[src/rtl/gpio_irq_pkg.sv]
package gpio_irq_pkg;
  localparam int unsigned WORD_W = 6;
  localparam int unsigned N_SRC  = 4;

  // source order inside the controller: rise, fall, high, low
  localparam int unsigned SRC_RISE = 0;
  localparam int unsigned SRC_FALL = 1;
  localparam int unsigned SRC_HIGH = 2;
  localparam int unsigned SRC_LOW  = 3;

  localparam logic [WORD_W-1:0] W_PIN_LVL = 6'h00;
  localparam logic [WORD_W-1:0] W_IN_GATE = 6'h01;
  localparam logic [WORD_W-1:0] W_OUT_EN  = 6'h02;
  localparam logic [WORD_W-1:0] W_OUT_VAL = 6'h03;
  localparam logic [WORD_W-1:0] W_SRC_EN0 = 6'h06; // enable of source s at +2*s, pending at +2*s+1
  localparam logic [WORD_W-1:0] W_INVERT  = 6'h10;
endpackage

[src/rtl/gpio_pin_sync.sv]
module gpio_pin_sync #(
  parameter int unsigned NPINS = 32
) (
  input  logic             clk,
  input  logic             rst_n,
  input  logic [NPINS-1:0] pad_i,
  output logic [NPINS-1:0] lvl_o,
  output logic [NPINS-1:0] rise_o,
  output logic [NPINS-1:0] fall_o
);
  logic [NPINS-1:0] meta_q, lvl_q, prev_q;

  always_ff @(posedge clk or negedge rst_n) begin
    if (!rst_n) begin
      meta_q <= '0;
      lvl_q  <= '0;
      prev_q <= '0;
    end else begin
      meta_q <= pad_i;
      lvl_q  <= meta_q;
      prev_q <= lvl_q;
    end
  end

  always_comb begin
    lvl_o  = lvl_q;
    rise_o = lvl_q & ~prev_q;
    fall_o = ~lvl_q & prev_q;
  end


  rise_single_chk: assert property (@(posedge clk) disable iff (!rst_n)
    (rise_o != '0) |=> ((rise_o & $past(rise_o)) == '0));

  fall_single_chk: assert property (@(posedge clk) disable iff (!rst_n)
    (fall_o != '0) |=> ((fall_o & $past(fall_o)) == '0));
endmodule

[src/rtl/gpio_pend_bank.sv]
module gpio_pend_bank #(
  parameter int unsigned NPINS = 32
) (
  input  logic             clk,
  input  logic             rst_n,
  input  logic [NPINS-1:0] set_i,
  input  logic [NPINS-1:0] clr_i,
  output logic [NPINS-1:0] pend_o
);
  logic [NPINS-1:0] pend_q, pend_d;

  always_comb pend_d = (pend_q | set_i) & ~clr_i;

  always_ff @(posedge clk or negedge rst_n) begin
    if (!rst_n) pend_q <= '0;
    else        pend_q <= pend_d;
  end

  assign pend_o = pend_q;


  clr_wins_chk: assert property (@(posedge clk) disable iff (!rst_n)
    (clr_i != '0) |=> ((pend_o & $past(clr_i)) == '0));

  sticky_chk: assert property (@(posedge clk) disable iff (!rst_n)
    (pend_o != '0) |=> (((($past(pend_o) & ~$past(clr_i))) & ~pend_o) == '0));

  set_take_chk: assert property (@(posedge clk) disable iff (!rst_n)
    (set_i != '0) |=> (((($past(set_i) & ~$past(clr_i))) & ~pend_o) == '0));
endmodule

[src/rtl/gpio_irq_ctrl.sv]
module gpio_irq_ctrl
  import gpio_irq_pkg::*;
#(
  parameter int unsigned NPINS = 32
) (
  input  logic              clk,
  input  logic              rst_n,
  input  logic              req_valid,
  input  logic              req_write,
  input  logic [WORD_W-1:0] req_word,
  input  logic [31:0]       req_wdata,
  output logic              rd_valid,
  output logic [31:0]       rd_data,
  input  logic [NPINS-1:0]  pad_in,
  output logic [NPINS-1:0]  pad_out,
  output logic [NPINS-1:0]  pad_oe,
  output logic [NPINS-1:0]  pin_irq
);
  logic [NPINS-1:0] wdat;
  logic             wr_go, rd_go;

  logic [NPINS-1:0] gate_q, oen_q, oval_q, inv_q;
  logic [NPINS-1:0] gate_d, oen_d, oval_d, inv_d;
  logic [NPINS-1:0] src_en_q [N_SRC];
  logic [NPINS-1:0] src_pd   [N_SRC];
  logic [NPINS-1:0] src_set  [N_SRC];
  logic [NPINS-1:0] src_clr  [N_SRC];

  logic [NPINS-1:0] lvl, rise, fall;
  logic             mapped;
  logic [31:0]      rd_d;
  logic             rdv_d;

  assign wdat  = req_wdata[NPINS-1:0];
  assign wr_go = req_valid & req_write;
  assign rd_go = req_valid & ~req_write;

  gpio_pin_sync #(.NPINS(NPINS)) u_sync (
    .clk(clk), .rst_n(rst_n), .pad_i(pad_in),
    .lvl_o(lvl), .rise_o(rise), .fall_o(fall)
  );

  always_comb begin
    src_set[SRC_RISE] = rise;
    src_set[SRC_FALL] = fall;
    src_set[SRC_HIGH] = lvl;
    src_set[SRC_LOW]  = ~lvl;
  end

  // plain control registers
  always_comb begin
    gate_d = gate_q;
    oen_d  = oen_q;
    oval_d = oval_q;
    inv_d  = inv_q;
    if (wr_go) begin
      case (req_word)
        W_IN_GATE: gate_d = wdat;
        W_OUT_EN:  oen_d  = wdat;
        W_OUT_VAL: oval_d = wdat;
        W_INVERT:  inv_d  = wdat;
        default: ;
      endcase
    end
  end

  always_ff @(posedge clk or negedge rst_n) begin
    if (!rst_n) begin
      gate_q <= '0;
      oen_q  <= '0;
      oval_q <= '0;
      inv_q  <= '0;
    end else begin
      gate_q <= gate_d;
      oen_q  <= oen_d;
      oval_q <= oval_d;
      inv_q  <= inv_d;
    end
  end

  // per-source enable and pending banks
  for (genvar s = 0; s < N_SRC; s++) begin : g_src
    localparam logic [WORD_W-1:0] EN_W = W_SRC_EN0 + WORD_W'(2 * s);
    localparam logic [WORD_W-1:0] PD_W = EN_W + WORD_W'(1);
    logic             en_hit;
    logic [NPINS-1:0] en_d;

    assign en_hit     = wr_go && (req_word == EN_W);
    assign src_clr[s] = (wr_go && (req_word == PD_W)) ? wdat : '0;

    always_comb en_d = en_hit ? wdat : src_en_q[s];

    always_ff @(posedge clk or negedge rst_n) begin
      if (!rst_n) src_en_q[s] <= '0;
      else        src_en_q[s] <= en_d;
    end

    gpio_pend_bank #(.NPINS(NPINS)) u_pend (
      .clk(clk), .rst_n(rst_n),
      .set_i(src_set[s]), .clr_i(src_clr[s]), .pend_o(src_pd[s])
    );
  end

  // interrupt lines
  always_comb begin
    pin_irq = '0;
    for (int s = 0; s < N_SRC; s++) pin_irq = pin_irq | (src_pd[s] & src_en_q[s]);
  end

  assign pad_oe  = oen_q;
  assign pad_out = oval_q ^ inv_q;

  // read path
  always_comb begin
    rd_d   = '0;
    mapped = 1'b1;
    case (req_word)
      W_PIN_LVL:      rd_d = 32'(lvl & gate_q);
      W_IN_GATE:      rd_d = 32'(gate_q);
      W_OUT_EN:       rd_d = 32'(oen_q);
      W_OUT_VAL:      rd_d = 32'(oval_q);
      W_INVERT:       rd_d = 32'(inv_q);
      W_SRC_EN0:      rd_d = 32'(src_en_q[SRC_RISE]);
      W_SRC_EN0 + 1:  rd_d = 32'(src_pd[SRC_RISE]);
      W_SRC_EN0 + 2:  rd_d = 32'(src_en_q[SRC_FALL]);
      W_SRC_EN0 + 3:  rd_d = 32'(src_pd[SRC_FALL]);
      W_SRC_EN0 + 4:  rd_d = 32'(src_en_q[SRC_HIGH]);
      W_SRC_EN0 + 5:  rd_d = 32'(src_pd[SRC_HIGH]);
      W_SRC_EN0 + 6:  rd_d = 32'(src_en_q[SRC_LOW]);
      W_SRC_EN0 + 7:  rd_d = 32'(src_pd[SRC_LOW]);
      default:        mapped = 1'b0;
    endcase
    rdv_d = rd_go;
  end

  always_ff @(posedge clk or negedge rst_n) begin
    if (!rst_n) begin
      rd_valid <= 1'b0;
      rd_data  <= '0;
    end else begin
      rd_valid <= rdv_d;
      if (rd_go) rd_data <= rd_d;
    end
  end


  rd_resp_chk: assert property (@(posedge clk) disable iff (!rst_n)
    rd_go |=> rd_valid);

  unmapped_zero_chk: assert property (@(posedge clk) disable iff (!rst_n)
    (rd_go && !mapped) |=> (rd_data == '0));

  oe_follow_chk: assert property (@(posedge clk) disable iff (!rst_n)
    (wr_go && req_word == W_OUT_EN) |=> (pad_oe == $past(wdat)));

  irq_quiet_chk: assert property (@(posedge clk) disable iff (!rst_n)
    (pin_irq != '0) |-> ((src_en_q[SRC_RISE] | src_en_q[SRC_FALL] |
                          src_en_q[SRC_HIGH] | src_en_q[SRC_LOW]) != '0));
endmodule

[config.mk]
export PLATFORM = sky130hd
export DESIGN_NAME = gpio_irq_ctrl
export DESIGN_NICKNAME = d
export VERILOG_FILES = /design/src/rtl/gpio_irq_pkg.sv /design/src/rtl/gpio_pin_sync.sv /design/src/rtl/gpio_pend_bank.sv /design/src/rtl/gpio_irq_ctrl.sv
export SDC_FILE = /design/constraint.sdc
export NUM_CORES = 1
export LEC_CHECK = 0
export BUFFER_PORTS_ARGS = -buffer_cell sky130_fd_sc_hd__clkbuf_2
export CAP_MARGIN = 25
export CELL_PAD_IN_SITES_DETAIL_PLACEMENT = 1
export CELL_PAD_IN_SITES_GLOBAL_PLACEMENT = 1
export CORE_MARGIN = 5
export CORE_UTILIZATION = 34
export CTS_BUF_LIST = sky130_fd_sc_hd__clkbuf_2 sky130_fd_sc_hd__clkbuf_4 sky130_fd_sc_hd__clkbuf_8
export DETAILED_ROUTE_END_ITERATION = 8
export PLACE_DENSITY = 0.69
export SKIP_CTS_REPAIR_TIMING = 1
export SYNTH_ARGS = -nofsm -noshare
export SYNTH_HDL_FRONTEND = slang
export SYNTH_SLANG_ARGS = --single-unit
export TNS_END_PERCENT = 5
[constraint.sdc]
create_clock -name clk -period 1.3 [get_ports clk]
set_input_delay 0.13 -clock clk [delete_from_list [all_inputs] [get_ports clk]]
set_output_delay 0.13 -clock clk [all_outputs]
set_load 0.005 [all_outputs]
* Yosys cells after proc, flatten, opt, wreduce, memory -nomap -nowiden
Cells that the tools add are included.
** Cells by class
- Eq/ne operators :: 12
- Mux-type cells :: 5
- Bitwise operators :: 28
- Reductions and logical operators :: 13
** Operator list (number)
- one-hot mux 32 bit (13 select lines) :: 1
- bitwise AND 32 bit :: 11
- OR 32 bit :: 7
- inverter 32 bit :: 6
- 2-to-1 mux 32 bit :: 4
- == test 6 x 4 -> 1 bit, second input constant :: 6
- XOR 32 bit :: 1
- == test 6 x 2 -> 1 bit, second input constant :: 2
- == test 6 x 3 -> 1 bit, second input constant :: 2
- logical AND 1 bit :: 8
- AND reduction 2 bit :: 4
- == test 6 x 1 -> 1 bit, second input constant :: 1
- == test 6 x 5 -> 1 bit, second input constant :: 1
- zero test 6 bit :: 1
- bitwise AND 1 bit :: 2
- inverter 1 bit :: 1
** Word-level totals
- Bits in registers :: 513
- Output and inout port bits :: 129
- Logic and storage cells :: 75

* Logic depth before layout (Yosys ltp)
Gate-level depths: netlist (run 1).
- Depth in word-level cells :: 5
- Mapped depth :: 7

* Modules after synthesis
A second synthesis (run 1) with hierarchy kept.
** Unflattened totals
- Cells, all modules :: 1809
- Area, all modules :: 23338.6 µm²
** By module, submodules not included
- gpio_irq_ctrl :: instances 1, cells an instance 1393, area an instance 15891.5 µm², sequential area each 7231.9 µm²
- gpio_pend_bank :: instances 4, cells an instance 64, area an instance 1121.1 µm², sequential area each 800.8 µm²
- gpio_pin_sync :: instances 1, cells an instance 160, area an instance 2962.8 µm², sequential area each 2402.3 µm²

* Least setup slack after synthesis (run 1)
OpenSTA, ideal clock, no wires.
- Kind :: in2reg
- From :: in req_word[0]
- To :: reg rd_data[23]
- Setup time :: 0.143 ns
- Arrival time :: 1.663 ns
- Slack :: -0.506 ns
- Stages on the path :: 7
- Buffers on the path :: 3
- Path through :: buf_2 > buf_4 > clkbuf_1 > mux2i_1 > nor3_1 > a2111oi_0 > a22oi_1
** On the way
- Cells in the longest elaborated chain, start to end :: 2
- Elaborated cells on any way between the ends :: 14
- Those cells by class :: 12 x eq/ne; 1 x mux; 1 x reduce/logical
** Ends and longest elaborated chain
- from (decl) :: line gpio_irq_ctrl.sv:10 : input logic [WORD_W-1:0] req_word,
- == test 6 x 4 -> 1 bit (tied with other cells)
- one-hot mux 32 bit (13 select lines) (*) :: line gpio_irq_ctrl.sv:117 : case (req_word)
- to (signal assigned) :: line gpio_irq_ctrl.sv:142 : if (rd_go) rd_data <= rd_d;
- to (decl) :: line gpio_irq_ctrl.sv:13 : output logic [31:0] rd_data,
Every way passes the cells marked *; elsewhere a longest branch is shown, timed or not.
A chain may end at the register's enable or synchronous reset.

* Final worst setup path (run 1)
- From :: reg g_src[3].u_pend.pend_q[0]
- To :: out pin_irq[0]
** On the way
- Cells in the longest elaborated chain, start to end :: 2
** Ends and longest elaborated chain
- from (decl) :: line gpio_pend_bank.sv:10 : logic [NPINS-1:0] pend_q, pend_d;
- from (signal assigned) :: line gpio_pend_bank.sv:16 : else pend_q <= pend_d;
- bitwise AND 32 bit :: line gpio_irq_ctrl.sv:107 : for (int s = 0; s < N_SRC; s++) pin_irq = pin_irq | (src_pd[s] & src_en_q[s]);
- OR 32 bit :: line gpio_irq_ctrl.sv:107
- to (decl) :: line gpio_irq_ctrl.sv:17 : output logic [NPINS-1:0] pin_irq
Every way passes these cells.

==> impl_metrics.yaml, run 1 <==
setup_path:
  cp_max_fo: 2
  r2r_slack_ns: -0.11
  crit_path_top_delay_cell: "dfrtp_1"
  crit_type: "reg2out"
  crit_path_cell_trace: "buf_6 > a22oi_2 > nand2_2 > clkbuf_2"
  timing.reg2reg.worst_path_depth: 4
  cp.required_ns: 1.17
  setup.worst_path.end: "pin_irq[0]"
  timing.rr.start: "g_src[1].u_pend.pend_o[27]"
  startpoint: "g_src[3].u_pend.pend_o[0]"
  worstReg2RegEnd: "rd_data[27]"
  start_kind: "flip-flop"
  critical_path.max_stage_delay_ns: 0.39
  cp_top_family: "flip-flops"
  cp_num_cells: 4
  endpoint_kind: "output port"
  critPathArrivalTime_ns: 1.64
  path_buf_inv: 2
grt:
  track_usage: 0.211
  grt-ovfl-total: 0
  antenna_found_initial: 1
  first_global_vias: 18409
  grt_pass1_wl_mm: 116
  grt_max_degree: 45
detailed_routing:
  wl_per_cell_um: 24.8
  drtIter0Drc: 1075
  vias: 16762
  wirelength_mm: 77.0
  ant_nets: 0
  dr.pass1.iters: 4
  drcViolationCount: 0
  via_per_inst: 5.41
sta:
  timing.final.crit_share: 1.36
  finalSetupViolCount: 153
  hold_viol: 0
  fin_ws_ns: -0.471
  fmax_mhz: 565
  slew_viol_final: 0
  period_needed_ns: 1.77
  finalClockSkew_ns: 0.0278
  worst_pin_slew_ns: 0.847
  rsz0062_at_grt: "yes"
  relSlewSlack: 0.433
floorplan:
  core_sq_um: 65600
  core.rowCount: 94
  die-area_sq_um: 71300
  start_util: 0.342
  io_pins: 203
  die_h_um: 267
  die_x_um: 267
power_and_ir_drop:
  power_density_nw_per_um2: 1290
  pwr-share-comb: 0.131
  leakagePower_nw: 13.8
  peakVddDrop_v: 0.000714
  power.switching_w: 0.0103
  power_w: 0.0384
  sw_frac_of_total: 0.268
  p_int_w: 0.0281
  seqPwrFrac: 0.463
  p_clk_frac: 0.406
synthesis:
  synth_area_sq_um: 22500
  yosys.cell_types.count: 43
  synth_area_leaders: "dfrtp_1, mux2_2, mux2i_1"
  yosysWarnings: 0
  yosysSeqAreaShare: 0.571
  yosysTopAreaCell: "dfrtp_1"
  synthFlopType: "dfrtp_1"
  synth-edff-count: 0
  ys_ff_latch: 513
  avgSynthCellArea_sq_um: 13.0
  synthCells: 1734
  ys_async_sr_fraction: 1.00
  syn-num-nets: 1808
  synth_top_area_frac: 0.571
cts:
  clockBufferDepth: 3
  cts_sinks: 513
  clock_latency_ns: 0.70
  cts_root_buf: "clkbuf_8"
  numCtsBuffers: 89
  cts_max_level: 3
  clk_pin_slew_worst_paths_ns: 0.06
  cts_tree: "built"
status:
  status: "complete, but fails checks"
  violations: "negative setup slack"
layout:
  syn2layout_area_growth_pct: 32.9
  fin_nets: 2245
  drive_gt1_frac: 0.469
  seq_area_sq_um: 12900
  fill_cells: 6797
  fin_util: 0.455
  multiInputGateArea_sq_um: 9730
worst_hold_path:
  min_path_type: "in2async"
placed_design:
  portBuffers: 202
  hpwl_mm: 51.6
  gp_congestion: 0.852
job:
  drv_cap: 0
cells in the mapped netlist, types with 2 or more instances:
cell         n
a221oi_1     2
buf_2       33
inv_1       65
a2111oi_0   29
mux2_2     202
buf_4        2
o21ai_0     30
a22oi_1    125
nor3_1      59
a2bb2oi_1   32
nor3_2       2
mux2i_1    119
buf_1        8
nand3_1      2
nand2b_1     4
mux2_4      60
nor2_1      43
nand2_1     66
mux4_2      32
clkbuf_1    80
a32oi_1      4
or3_1        2
a32o_1       2
xor2_1      32
nand4_1      2
dfrtp_1    513
buf_6        6
a21oi_1    163
worst min path at each step:
stage | start | endpoint | slack (ns) | cells after the start
2_1_floorplan | rst_n | g_src[0].u_pend.pend_o[0] | -0.17 | 0
3_3_place_gp | rst_n | u_sync.meta_q[25] | 0.005 | 1
3_5_place_dp | rst_n | u_sync.meta_q[25] | 0.009 | 1
4_1_cts | rst_n | oval_q[1] | -0.74 | 1
5_1_grt | pad_in[11] | u_sync.meta_q[11] | 0.07 | 2
6_report | rst_n | g_src[0].u_pend.pend_o[31] | 0.08 | 3
routing by layer:
layer | vias up | wire [um] | track usage
met4 | 0 | 2090 | 0.0727
met1 | 8940 | 33200 | 0.282
met2 | 469 | 37800 | 0.346
met3 | 135 | 3900 | 0.0425
li1 | 7218 | - | -
met5 | - | 0 | 0
cells in the final DEF (no fill, tap or decap), types with 3 or more instances in the layout:
master and instances:
buf_4 134, mux2i_1 115, nand2_1 53, a2111oi_2 23, mux4_2 32, buf_6 13, buf_2 25, a21oi_1 163
nand2_2 13, clkinvlp_4 3, xor2_2 11, nor3_2 35, clkbuf_4 33, a22oi_1 56, mux2_4 60, dfrtp_2 13
o21ai_0 29, inv_1 65, a2bb2oi_1 32, clkinv_2 9, a32oi_1 4, clkbuf_8 107, mux2i_2 3, xor2_1 21
a22oi_2 69, nor3_1 24, nor2_1 37, clkbuf_2 172, dlygate4sd3_1 66, a2111oi_1 5, nor2_4 8, dfrtp_1 500
mux2_2 202, buf_12 63
worst reg2reg max path, cell delays in order (launching register included):
cell and delay, ns:
dfrtp_1 0.39, buf_4 0.14, mux4_2 0.49, a22oi_2 0.17, a32oi_1 0.10
flip-flops by register name (all words and copies together), names as in the netlist:
name and flops:
rd_valid 1, pad_oe 32, g_src.u_pend.pend_o 128, u_sync.lvl_o 32
src_en_q 128, u_sync.prev_q 32, rd_data 32, oval_q 32
u_sync.meta_q 32, inv_q 32, gate_q 32
final cells by class:
| cell class | instances | share of cell area |
|---|---|---|
| antenna | 1 | 0.0000838 |
| clock buffer | 139 | 0.0571 |
| clock inverter | 16 | 0.00519 |
| inverter | 66 | 0.00829 |
| multi-input combinational | 1026 | 0.326 |
| sequential | 513 | 0.430 |
| tap | 864 | 0.0362 |
| timing repair buffer | 475 | 0.137 |
power groups by stage:
stage / combinational (W) / clock [W] / sequential, W
5_1_grt: 0.00545 / 0.0167 / 0.0179
6_report: 0.00504 / 0.0156 / 0.0178
3_5_place_dp: 0.00466 / 0 / 0.0180
4_1_cts: 0.00468 / 0.0160 / 0.0177
3_3_place_gp: 0.00454 / 0 / 0.0179
2_1_floorplan: 0.00228 / 0 / 0.0177
stage by stage:
step | setup TNS (ns) | setup slack (ns) | hold WS [ns] | std cells | instance area, sq um
detailed placement | -162.07 | -0.554 | 0.00936 | 2869 | 26700
global route | -36.12 | -0.552 | 0.0672 | 3099 | 29900
CTS | -36.09 | -0.621 | -0.744 | 3024 | 28500
global placement | -154.56 | -0.495 | 0.00537 | 2869 | 26700
floorplan | -42.65 | -0.217 | -0.166 | 1734 | 23000
finish | -25.19 | -0.471 | 0.0759 | 3100 | 29900
logic make-up (layout without fill, tap and decap cells):
logic type      Yosys count  in the layout  synth area share
xor+xnor                 32             32            0.0125
other cells               0              1                 0
mux                     414            414             0.227
compound gates          389            389             0.112
buf+inv                 195            696            0.0367
simple gates            191            191            0.0403
flops                   513            513             0.571
Note: power is estimated with default switching activity, not from simulation.
==> run 2: changes to the inputs <==
--- a/config.mk
+++ b/config.mk
@@ -5,6 +5,7 @@
 export SDC_FILE = /design/constraint.sdc
 export NUM_CORES = 1
 export LEC_CHECK = 0
+export ABC_AREA = 1
 export BUFFER_PORTS_ARGS = -buffer_cell sky130_fd_sc_hd__clkbuf_2
 export CAP_MARGIN = 25
 export CELL_PAD_IN_SITES_DETAIL_PLACEMENT = 1
@@ -13,8 +14,8 @@
 export CORE_UTILIZATION = 34
 export CTS_BUF_LIST = sky130_fd_sc_hd__clkbuf_2 sky130_fd_sc_hd__clkbuf_4 sky130_fd_sc_hd__clkbuf_8
 export DETAILED_ROUTE_END_ITERATION = 8
-export PLACE_DENSITY = 0.69
-export SKIP_CTS_REPAIR_TIMING = 1
+export PLACE_DENSITY = 0.74
+export RECOVER_POWER = 50
 export SYNTH_ARGS = -nofsm -noshare
 export SYNTH_HDL_FRONTEND = slang
 export SYNTH_SLANG_ARGS = --single-unit
==> run 2 against run 1 <==
Net effect:
- largest cell class unchanged
- sequential power is essentially flat
- the flow still finishes with violations (negative setup slack)
- largest power group unchanged
- die area grew 2.3%
- register-to-register slack is essentially flat
- critical path type unchanged
==> impl_metrics.yaml, run 2 <==
status:
  status: "complete, but fails checks"
  violations: "negative setup slack"
worst_hold_path:
  min_path_type: "in2reg"
  worst_hold_path.num_cells: 2
  min_to: "u_sync.meta_q[2]"
  min-delay-start: "pad_in[2]"
sta:
  worst_pin_slew_ns: 1.11
  hold_viol: 0
  timing.final.crit_share: 1.39
  relSlewSlack: 0.259
  slew_viol_final: 0
  period_needed_ns: 1.81
  finalClockSkew_ns: 0.0566
  fin_ws_ns: -0.508
  finalSetupViolCount: 130
  fin_tns_setup_ns: -28.15
  fmax_mhz: 553
  rsz0062_at_grt: "yes"
cts:
  numCtsBuffers: 93
  cts_sinks: 513
  cts_root_buf: "clkbuf_8"
  clk_pin_slew_worst_paths_ns: 0.07
  cts_tree: "built"
  cts_max_level: 3
  clockBufferDepth: 3
  clock_latency_ns: 0.73
grt:
  grt_max_degree: 79
  grt_pass1_wl_mm: 138
  track_usage: 0.241
  grt-ovfl-total: 0
  antenna_found_initial: 2
  first_global_vias: 23122
synthesis:
  ys_top_cells_by_count: "nand2_1, dfrtp_1, inv_1, nor2_1, o21ai_0"
  synth-edff-count: 0
  ys_ff_latch: 513
  avgSynthCellArea_sq_um: 8.15
  syn-num-nets: 2897
  yosysSeqAreaShare: 0.558
  synthCells: 2823
  synth_area_sq_um: 23000
  ys_async_sr_fraction: 1.00
  synthFlopType: "dfrtp_1"
  yosys.cell_types.count: 24
  yosysWarnings: 0
  synth_area_leaders: "dfrtp_1, nand2_1, inv_1"
  yosysTopAreaCell: "dfrtp_1"
  synth_top_area_frac: 0.558
  yosysMostFrequentCell: "nand2_1"
detailed_routing:
  wl_met3_mm: 4.79
  drt-met1-wl_mm: 38.4
  vias: 21855
  wirelength_mm: 89.0
  drcViolationCount: 0
  dr.pass1.iters: 5
  wl_per_cell_um: 21.2
  via_per_inst: 5.20
  ant_nets: 0
  drtIter0Drc: 1496
  wl_met2_mm: 42.7
  top_layer: "met5"
setup_path:
  worstReg2RegEnd: "rd_data[15]"
  timing.rr.start: "src_en_q[79]"
  timing.reg2reg.worst_path_depth: 12
  cp_max_fo: 2
  critical_path.max_stage_delay_ns: 0.40
  cp_top_family: "flip-flops"
  critPathArrivalTime_ns: 1.68
  crit_type: "reg2out"
  cp.required_ns: 1.17
  start_kind: "flip-flop"
  crit_path_cell_trace: "nand2_1 > o21ai_0 > a21oi_1 > o21ai_1 > clkbuf_2"
  endpoint_kind: "output port"
  path_buf_inv: 1
  startpoint: "g_src[0].u_pend.pend_o[4]"
  r2r_slack_ns: -0.11
  crit_path_top_delay_cell: "dfrtp_1"
layout:
  mostFrequentLayoutCells: "nand2_1, dfrtp_1, inv_1"
  drive_gt1_frac: 0.215
  seq_area_sq_um: 12800
  fin_cells: 4204
  final_common_cell: "nand2_1"
  fin_nets: 3325
  fill_cells: 7941
  syn2layout_area_growth_pct: 30.5
  stdcell_area_sq_um: 30000
  multiInputGateArea_sq_um: 8420
  fin_util: 0.447
floorplan:
  io_pins: 203
  die_x_um: 270
  start_util: 0.343
  die_h_um: 270
  core.rowCount: 95
  core_sq_um: 67200
  die-area_sq_um: 73000
placed_design:
  portBuffers: 202
  gp_congestion: 0.856
  dp.cells: 3903
  place_area_sq_um: 26700
  post-place-ws_ns: -0.445
  hpwl_mm: 58.4
job:
  drv_cap: 0
power_and_ir_drop:
  power_density_nw_per_um2: 1310
  peakVddDrop_v: 0.000693
  leakagePower_nw: 14.7
## run 2: worst max-delay path by stage
stage	end	slack, ns	cells past startpoint
after floorplan	rd_data[15]	-0.02	11
after global placement	rd_data[14]	-0.42	12
after detailed placement	rd_data[7]	-0.45	9
after CTS	pin_irq[23]	-0.53	5
after global routing	pin_irq[4]	-0.58	5
final	pin_irq[4]	-0.51	5
## run 2: cell type report
class | count | share of cell area
inverters | 385 | 0.0481
clock buffers | 150 | 0.0629
clock inverters | 21 | 0.00750
flip-flops and latches | 513 | 0.428
diodes | 4 | 0.000333
multi-input cells | 1761 | 0.281
well taps | 873 | 0.0364
repair buffers | 497 | 0.136
## run 2: what timing repair did
| item | in CTS | in global routing |
|---|---|---|
| pin swaps | 40 | 22 |
| buffers inserted | 44 | 13 |
| cloned | 0 | 0 |
| hold buffers | 73 | 0 |
| endpoints found under the setup margin | 129 | 150 |
| gates resized for setup | 106 | 59 |
| endpoints found under the hold margin | 922 | 0 |
## run 2: worst reg2reg max path, cell delays in order, from the launching register on
cell	delay (ns)
dfrtp_1	0.40
inv_2	0.08
buf_6	0.09
buf_6	0.08
buf_6	0.08
buf_6	0.09
nor2_2	0.03
nor2_1	0.09
nand2_1	0.08
nor2_1	0.10
nand2_1	0.06
nand2_1	0.07
nand2_1	0.06
## run 2: per-layer routing
metal,global-route usage,vias up
li1,-,9870
met4,0.0889,2
met3,0.0409,203
met1,0.314,11132
met2,0.404,648
met5,0,-
## run 2: metrics by stage
step / hold WS, ns / total power (W)
3_5_place_dp: 0.00387 / 0.0219
6_report: 0.0486 / 0.0394
3_3_place_gp: 0.00666 / 0.0217
5_1_grt: 0.0330 / 0.0411
2_1_floorplan: -0.166 / 0.0193
4_1_cts: 0.000504 / 0.0396
## run 2: cells by family after synthesis
kind of cell    synth area share
simple gates               0.216
buf+inv                   0.0915
compound gates             0.122
flops                      0.558
xor+xnor                  0.0122
## run 2: where the power goes
| part | total, W | switching (W) | internal [W] |
|---|---|---|---|
| registers | 0.0176 | 0.000763 | 0.0169 |
| clock network | 0.0173 | 0.00739 | 0.00988 |
| logic | 0.00446 | 0.00266 | 0.00181 |
